## src/rtl/tcm_pkg.sv

```systemverilog
package tcm_pkg;

   // first multiplier row of a sub-array holding a kept cell in a given multiplicand group
   function automatic int first_row(input int col, input int row_lo, input int width);
      return (width - col > row_lo) ? (width - col) : row_lo;
   endfunction

endpackage

```

## src/rtl/tcm_bypass_cell.sv

```systemverilog
module tcm_bypass_cell (
   input  logic en,
   input  logic mb,
   input  logic sum_in,
   input  logic car_in,
   output logic sum_out,
   output logic car_out
);
   logic pp;
   logic fa_s;

   assign pp      = en & mb;
   assign fa_s    = pp ^ sum_in ^ car_in;
   assign car_out = (pp & sum_in) | (pp & car_in) | (sum_in & car_in);
   // a disabled group forwards the incoming sum untouched
   assign sum_out = en ? fa_s : sum_in;
endmodule

```

## src/rtl/tcm_bias_net.sv

```systemverilog
module tcm_bias_net #(
   parameter int WIDTH = 8
) (
   input  logic [WIDTH-1:0] a,
   input  logic [WIDTH-1:0] b,
   output logic [WIDTH-1:0] cin_lo,
   output logic [WIDTH-1:0] cin_hi,
   output logic             tail_lo,
   output logic             tail_hi
);
   localparam int HALF = WIDTH / 2;

   logic [WIDTH-1:0] col;

   for (genvar t = 0; t < WIDTH; t++) begin : g_col
      assign col[t] = a[WIDTH-1-t] & b[t];
   end

   always_comb begin
      logic acc;
      cin_lo = '0;
      cin_hi = '0;
      acc = col[HALF-1];
      for (int t = HALF - 2; t >= 0; t--) begin
         cin_lo[WIDTH-1-t] = acc & col[t];
         acc = acc | col[t];
      end
      tail_lo = acc;
      acc = col[WIDTH-1];
      for (int t = WIDTH - 2; t >= HALF; t--) begin
         cin_hi[WIDTH-1-t] = acc & col[t];
         acc = acc | col[t];
      end
      tail_hi = acc;
   end

   always_comb begin
      assert_bias_lo_count_R3 : assert ($countones(col[HALF-1:0]) ==
                                        $countones(cin_lo) + int'(tail_lo))
         else $error("lower bias count mismatch");
      assert_bias_hi_count_R3 : assert ($countones(col[WIDTH-1:HALF]) ==
                                        $countones(cin_hi) + int'(tail_hi))
         else $error("upper bias count mismatch");
   end
endmodule

```

## src/rtl/tcm_subarray.sv

```systemverilog
module tcm_subarray #(
   parameter int WIDTH  = 8,
   parameter int ROW_LO = 0,
   parameter int ROW_HI = 3
) (
   input  logic [WIDTH-1:0] a,
   input  logic [WIDTH-1:0] b,
   input  logic [WIDTH-1:0] cin_ext,
   output logic [WIDTH-1:0] sum_vec,
   output logic [WIDTH-1:0] car_vec
);
   logic [WIDTH-1:0] so_r [ROW_LO:ROW_HI];
   logic [WIDTH-1:0] co_r [ROW_LO:ROW_HI];

   for (genvar j = ROW_LO; j <= ROW_HI; j++) begin : g_row
      for (genvar i = 0; i < WIDTH; i++) begin : g_grp
         if (i + j >= WIDTH) begin : g_cell
            localparam int TOP = tcm_pkg::first_row(i, ROW_LO, WIDTH);
            logic s_in;
            logic c_in;
            if (j > ROW_LO && i < WIDTH - 1) begin : g_sdiag
               assign s_in = so_r[j-1][i+1];
            end else begin : g_sedge
               assign s_in = 1'b0;
            end
            if (j > TOP) begin : g_cchain
               assign c_in = co_r[j-1][i];
            end else begin : g_cinj
               assign c_in = cin_ext[i];
            end
            tcm_bypass_cell u_cell (
               .en      (a[i]),
               .mb      (b[j]),
               .sum_in  (s_in),
               .car_in  (c_in),
               .sum_out (so_r[j][i]),
               .car_out (co_r[j][i])
            );
         end else begin : g_void
            assign so_r[j][i] = 1'b0;
            assign co_r[j][i] = 1'b0;
         end
      end
   end

   always_comb begin
      sum_vec = '0;
      car_vec = '0;
      for (int i = 0; i < WIDTH; i++) begin
         if (i + ROW_HI >= WIDTH) begin
            sum_vec[i+ROW_HI-WIDTH]   = so_r[ROW_HI][i];
            car_vec[i+ROW_HI-WIDTH+1] = co_r[ROW_HI][i] & a[i];
         end
      end
   end

   always_comb begin
      for (int i = 0; i < WIDTH; i++) begin
         if (!a[i] && (i + ROW_HI >= WIDTH)) begin
            assert_bypass_carry_R5 : assert (co_r[ROW_HI][i] == 1'b0)
               else $error("bypassed group %0d leaks a carry", i);
         end
      end
   end
endmodule

```

## src/rtl/tcm_merge.sv

```systemverilog
module tcm_merge #(
   parameter int WIDTH = 8
) (
   input  logic [WIDTH-1:0] s_hi,
   input  logic [WIDTH-1:0] c_hi,
   input  logic [WIDTH-1:0] s_lo,
   input  logic [WIDTH-1:0] c_lo,
   input  logic             inj_hi,
   input  logic             inj_lo,
   output logic [WIDTH-1:0] prod
);
   logic [WIDTH-1:0] x1, m1, y1, x2, m2, y2;
   logic [WIDTH:0]   rc;

   assign x1 = s_hi ^ c_hi ^ s_lo;
   assign m1 = (s_hi & c_hi) | (s_hi & s_lo) | (c_hi & s_lo);
   assign y1 = {m1[WIDTH-2:0], inj_hi};
   assign x2 = x1 ^ y1 ^ c_lo;
   assign m2 = (x1 & y1) | (x1 & c_lo) | (y1 & c_lo);
   assign y2 = {m2[WIDTH-2:0], inj_lo};

   assign rc[0] = 1'b0;
   for (genvar k = 0; k < WIDTH; k++) begin : g_rip
      if (k == 0) begin : g_ha
         assign prod[k]  = x2[k] ^ y2[k];
         assign rc[k+1]  = x2[k] & y2[k];
      end else begin : g_fa
         assign prod[k]  = x2[k] ^ y2[k] ^ rc[k];
         assign rc[k+1]  = (x2[k] & y2[k]) | (x2[k] & rc[k]) | (y2[k] & rc[k]);
      end
   end

   always_comb begin
      logic [WIDTH-1:0] total;
      total = s_hi + c_hi + s_lo + c_lo + WIDTH'(inj_hi) + WIDTH'(inj_lo);
      assert_merge_sum_R8 : assert (prod == total)
         else $error("merge result %0h differs from operand sum %0h", prod, total);
   end
endmodule

```

## src/rtl/trunc_colbypass_mult.sv

```systemverilog
module trunc_colbypass_mult #(
   parameter int WIDTH = 8
) (
   input  logic [WIDTH-1:0] mcand,
   input  logic [WIDTH-1:0] mplier,
   output logic [WIDTH-1:0] prod
);
   localparam int HALF = WIDTH / 2;

   if (WIDTH < 4 || (WIDTH % 2) != 0) begin : g_bad_width
      $error("WIDTH must be even and at least 4 (R9)");
   end

   logic [WIDTH-1:0] cin_lo, cin_hi;
   logic             tail_lo, tail_hi;
   logic [WIDTH-1:0] s_lo, c_lo, s_hi, c_hi;

   tcm_bias_net #(.WIDTH(WIDTH)) u_bias (
      .a       (mcand),
      .b       (mplier),
      .cin_lo  (cin_lo),
      .cin_hi  (cin_hi),
      .tail_lo (tail_lo),
      .tail_hi (tail_hi)
   );

   tcm_subarray #(.WIDTH(WIDTH), .ROW_LO(0), .ROW_HI(HALF-1)) u_lower (
      .a       (mcand),
      .b       (mplier),
      .cin_ext (cin_lo),
      .sum_vec (s_lo),
      .car_vec (c_lo)
   );

   tcm_subarray #(.WIDTH(WIDTH), .ROW_LO(HALF), .ROW_HI(WIDTH-1)) u_upper (
      .a       (mcand),
      .b       (mplier),
      .cin_ext (cin_hi),
      .sum_vec (s_hi),
      .car_vec (c_hi)
   );

   tcm_merge #(.WIDTH(WIDTH)) u_merge (
      .s_hi   (s_hi),
      .c_hi   (c_hi),
      .s_lo   (s_lo),
      .c_lo   (c_lo),
      .inj_hi (tail_hi),
      .inj_lo (tail_lo),
      .prod   (prod)
   );

   always_comb begin
      assert_bias_gated_R4 : assert (((cin_lo | cin_hi) & ~mcand) == '0)
         else $error("compensation carry into a disabled group");
      if (mcand == '0 || mplier == '0) begin
         assert_zero_operand_R6 : assert (prod == '0)
            else $error("nonzero product %0h with a zero operand", prod);
      end
   end
endmodule

```

## config.mk

```make
export PLATFORM = sky130hd
export DESIGN_NAME = trunc_colbypass_mult
export DESIGN_NICKNAME = d
export VERILOG_FILES = /design/src/rtl/tcm_pkg.sv /design/src/rtl/tcm_bypass_cell.sv /design/src/rtl/tcm_bias_net.sv /design/src/rtl/tcm_subarray.sv /design/src/rtl/tcm_merge.sv /design/src/rtl/trunc_colbypass_mult.sv
export SDC_FILE = /design/constraint.sdc
export NUM_CORES = 1
export LEC_CHECK = 0
export CORE_MARGIN = 2
export CORE_UTILIZATION = 45
export DETAILED_ROUTE_END_ITERATION = 16
export GPL_ROUTABILITY_DRIVEN = 0
export GPL_TIMING_DRIVEN = 0
export PLACE_DENSITY_LB_ADDON = 0.25
export SLEW_MARGIN = 20
export SYNTH_ARGS = -nofsm -noshare
export SYNTH_HDL_FRONTEND = slang
export SYNTH_SLANG_ARGS = --single-unit
```

## constraint.sdc

```tcl
create_clock -name vclk -period 18.3
set_clock_uncertainty 0.15 [all_clocks]
set_input_delay 3.66 -clock vclk [all_inputs]
set_output_delay 3.66 -clock vclk [all_outputs]
set_load 0.02 [all_outputs]
```

==> qor.yml <==
global_route:
  grt_max_degree: 11
  grt.overflow.total: 0
  antenna_found_initial: 0
  grt_usage_pct: 17.9
  grt_pass1_vias: 1176
  grt_pass1_wl_mm: 5.10
cells_and_area:
  layout-drive-gt1-share_pct: 8.06
  diodes: 0
  fillers: 292
  fin_nets: 245
  multi_input_area_um2: 1260
  regArea_um2: 0
  final_common_cell: "inv_1"
  final_cell_mix: "inv_1 (29), fa_1 (27), nand2_1 (23), clkdlybuf4s50_1 (21), and2_1 (17)"
  synthToLayoutAreaGrowth_pct: 17.9
  n_clock_buffer: 0
  seq_cell_count: 0
route:
  met3_length_um: 92
  via_count: 1134
  wl_met2_mm: 1.45
  top_layer: "met4"
  drtIter0Drc: 50
  drc: 0
  vias_per_cell: 5.18
  routedWlPerCell_um: 12.7
  drt_wl_total_mm: 2.77
  met1_length_mm: 1.21
  first_pass_iters: 4
  antenna_left: 0
setup_path:
  cp.required_ns: 14.49
  cp-end-kind: "output port"
  crit_arrival_ns: 10.95
  worstPathMaxFanout: 8
  crit_type: "in -> out"
  cp-start-kind: "primary input"
die:
  rows: 20
  ios: 24
  die_w_um: 60.0
  core_area_um2: 3000
  die_h_um: 60.0
  die-area_um2: 3590
  initial_utilization_pct: 46.9
timing:
  min_period_ns: 14.76
  post-route-period-util_pct: 80.6
  clock.fmax_mhz: 67.8
  rsz0062_at_grt: "no"
  hold_viol: 0
  slew_headroom_pct: 69.2
  drv_slew: 0
  worst_pin_slew_ns: 0.462
  timing.setup.tns_ns: 0
  hold_ws_ns: 8.32
  report.final.setup_viol: 0
synthesis:
  synth_top_family_by_area: "adder cells"
  synthSimpleGateAreaFrac_pct: 24.5
  synth_compound_area_share_pct: 7.02
  avgSynthCellArea_um2: 8.54
  netlist_area_um2: 1410
  yosysWarnings: 0
  synth_xor_area_share_pct: 0.622
  post_synth_num_cell_types: 33
  ys_seq_area_share_pct: 0
  synth.area.mux_share_pct: 6.39
  syn-num-nets: 222
  synthCells: 165
  synthAdderAreaFrac_pct: 50.8
pwr:
  switching_power_uw: 50.7
  p_leak_uw: 0.000783
  swShare_pct: 52.9
  p_comb_share_pct: 100.0
  power_density_nw_per_um2: 57.7
  seqPwrFrac_pct: 0
  vdd_drop_max_v: 0.0000386
  pwr-share-clk_pct: 0
  internal-power_uw: 45.2
run:
  cap_viol_max_count: 0
placement:
  dp_hpwl_mm: 2.37
  io_buffers: 21
clocking:
  post_cts_buffers: 0
  postCtsResizedCells: 0
  cts_hold_buffers: 0
run_status:
  status: "finished clean"
hold_path:
  hold_class: "in -> out"
==> Yosys cell counts, drive strengths merged <==
master | number | area share [%]
a21boi | 1 | 0.53
a21o | 3 | 1.6
mux2i | 3 | 2.1
and3b | 3 | 1.9
and3 | 1 | 0.44
nand3b | 1 | 0.53
a22oi | 2 | 1.1
nor2 | 4 | 1.1
ha | 14 | 12
nand2 | 23 | 6.1
or2 | 1 | 0.44
a21oi | 4 | 1.4
nand4 | 1 | 0.44
nor3 | 1 | 0.35
mux2 | 5 | 4.3
inv | 29 | 7.7
fa | 27 | 38
a22o | 1 | 0.62
clkbuf | 2 | 0.53
o31ai | 1 | 0.53
buf | 5 | 2.4
xor2 | 1 | 0.62
nand3 | 1 | 0.35
nor2b | 5 | 2.2
a211oi | 1 | 0.53
o21ai | 2 | 0.71
nand2b | 2 | 0.89
and2 | 21 | 9.8
==> logic make-up (layout without fill, tap and decap cells) <==
group | Yosys count | count (layout)
muxes | 8 | 8
adders and majority gates | 41 | 41
AOI/OAI and AO/OA | 15 | 15
buffers and inverters | 36 | 57
and+or+nand+nor | 64 | 64
xor gates and xnor gates | 1 | 1
==> worst max-delay path, cell delays in order <==
cell	delay, ns
clkdlybuf4s50_1	0.64
a22oi_1	0.19
a21o_1	0.22
fa_1	0.48
nor2b_1	0.05
or2_2	0.29
fa_1	0.41
inv_1	0.08
fa_1	0.40
mux2_2	0.29
fa_1	0.53
inv_1	0.05
fa_1	0.52
inv_1	0.05
fa_1	0.43
fa_1	0.43
fa_1	0.38
inv_1	0.08
fa_1	0.15
inv_1	0.05
fa_1	0.39
fa_1	0.39
xor2_1	0.16
clkdlybuf4s50_1	0.62
==> power by group through the flow <==
| stage | Clock, uW | Combinational (uW) | Sequential, uW |
|---|---|---|---|
| after global placement | 0 | 95.0 | 0 |
| after CTS | 0 | 97.7 | 0 |
| final | 0 | 95.9 | 0 |
| after detailed placement | 0 | 97.2 | 0 |
| after floorplan | 0 | 60.9 | 0 |
| after global routing | 0 | 109 | 0 |
==> worst paths after layout <==
check                 startpoint       to  slack [ns]  depth (start not counted)
worst min-delay path    mcand[6]  prod[0]        8.32                          6
worst max-delay path   mplier[6]  prod[7]        3.54                         24
==> stage by stage <==
step	util [%]	worst slack [ns]	std cells	power (uW)	instance area [um^2]
6_report	55.3	3.54	219	95.9	1660
3_3_place_gp	55.3	3.60	219	95.0	1660
4_1_cts	55.3	3.48	219	97.7	1660
5_1_grt	55.3	3.28	219	109	1660
3_5_place_dp	55.3	3.50	219	97.2	1660
2_1_floorplan	-	4.67	165	60.9	1410
==> final cells by class <==
type | count | share of cell area [%]
Buffer | 7 | 2.49
Inverter | 29 | 6.56
Multi-Input combinational cell | 129 | 75.8
Tap cell | 33 | 2.49
Timing Repair Buffer | 21 | 12.7
==> routing by layer <==
| layer | vias to the layer above | GRT usage, % |
|---|---|---|
| li1 | 556 | - |
| met1 | 558 | 24.0 |
| met2 | 18 | 32.9 |
| met3 | 2 | 1.30 |
| met4 | 0 | 0.952 |
| met5 | - | 0 |
Power figures use the tool's default switching activity.
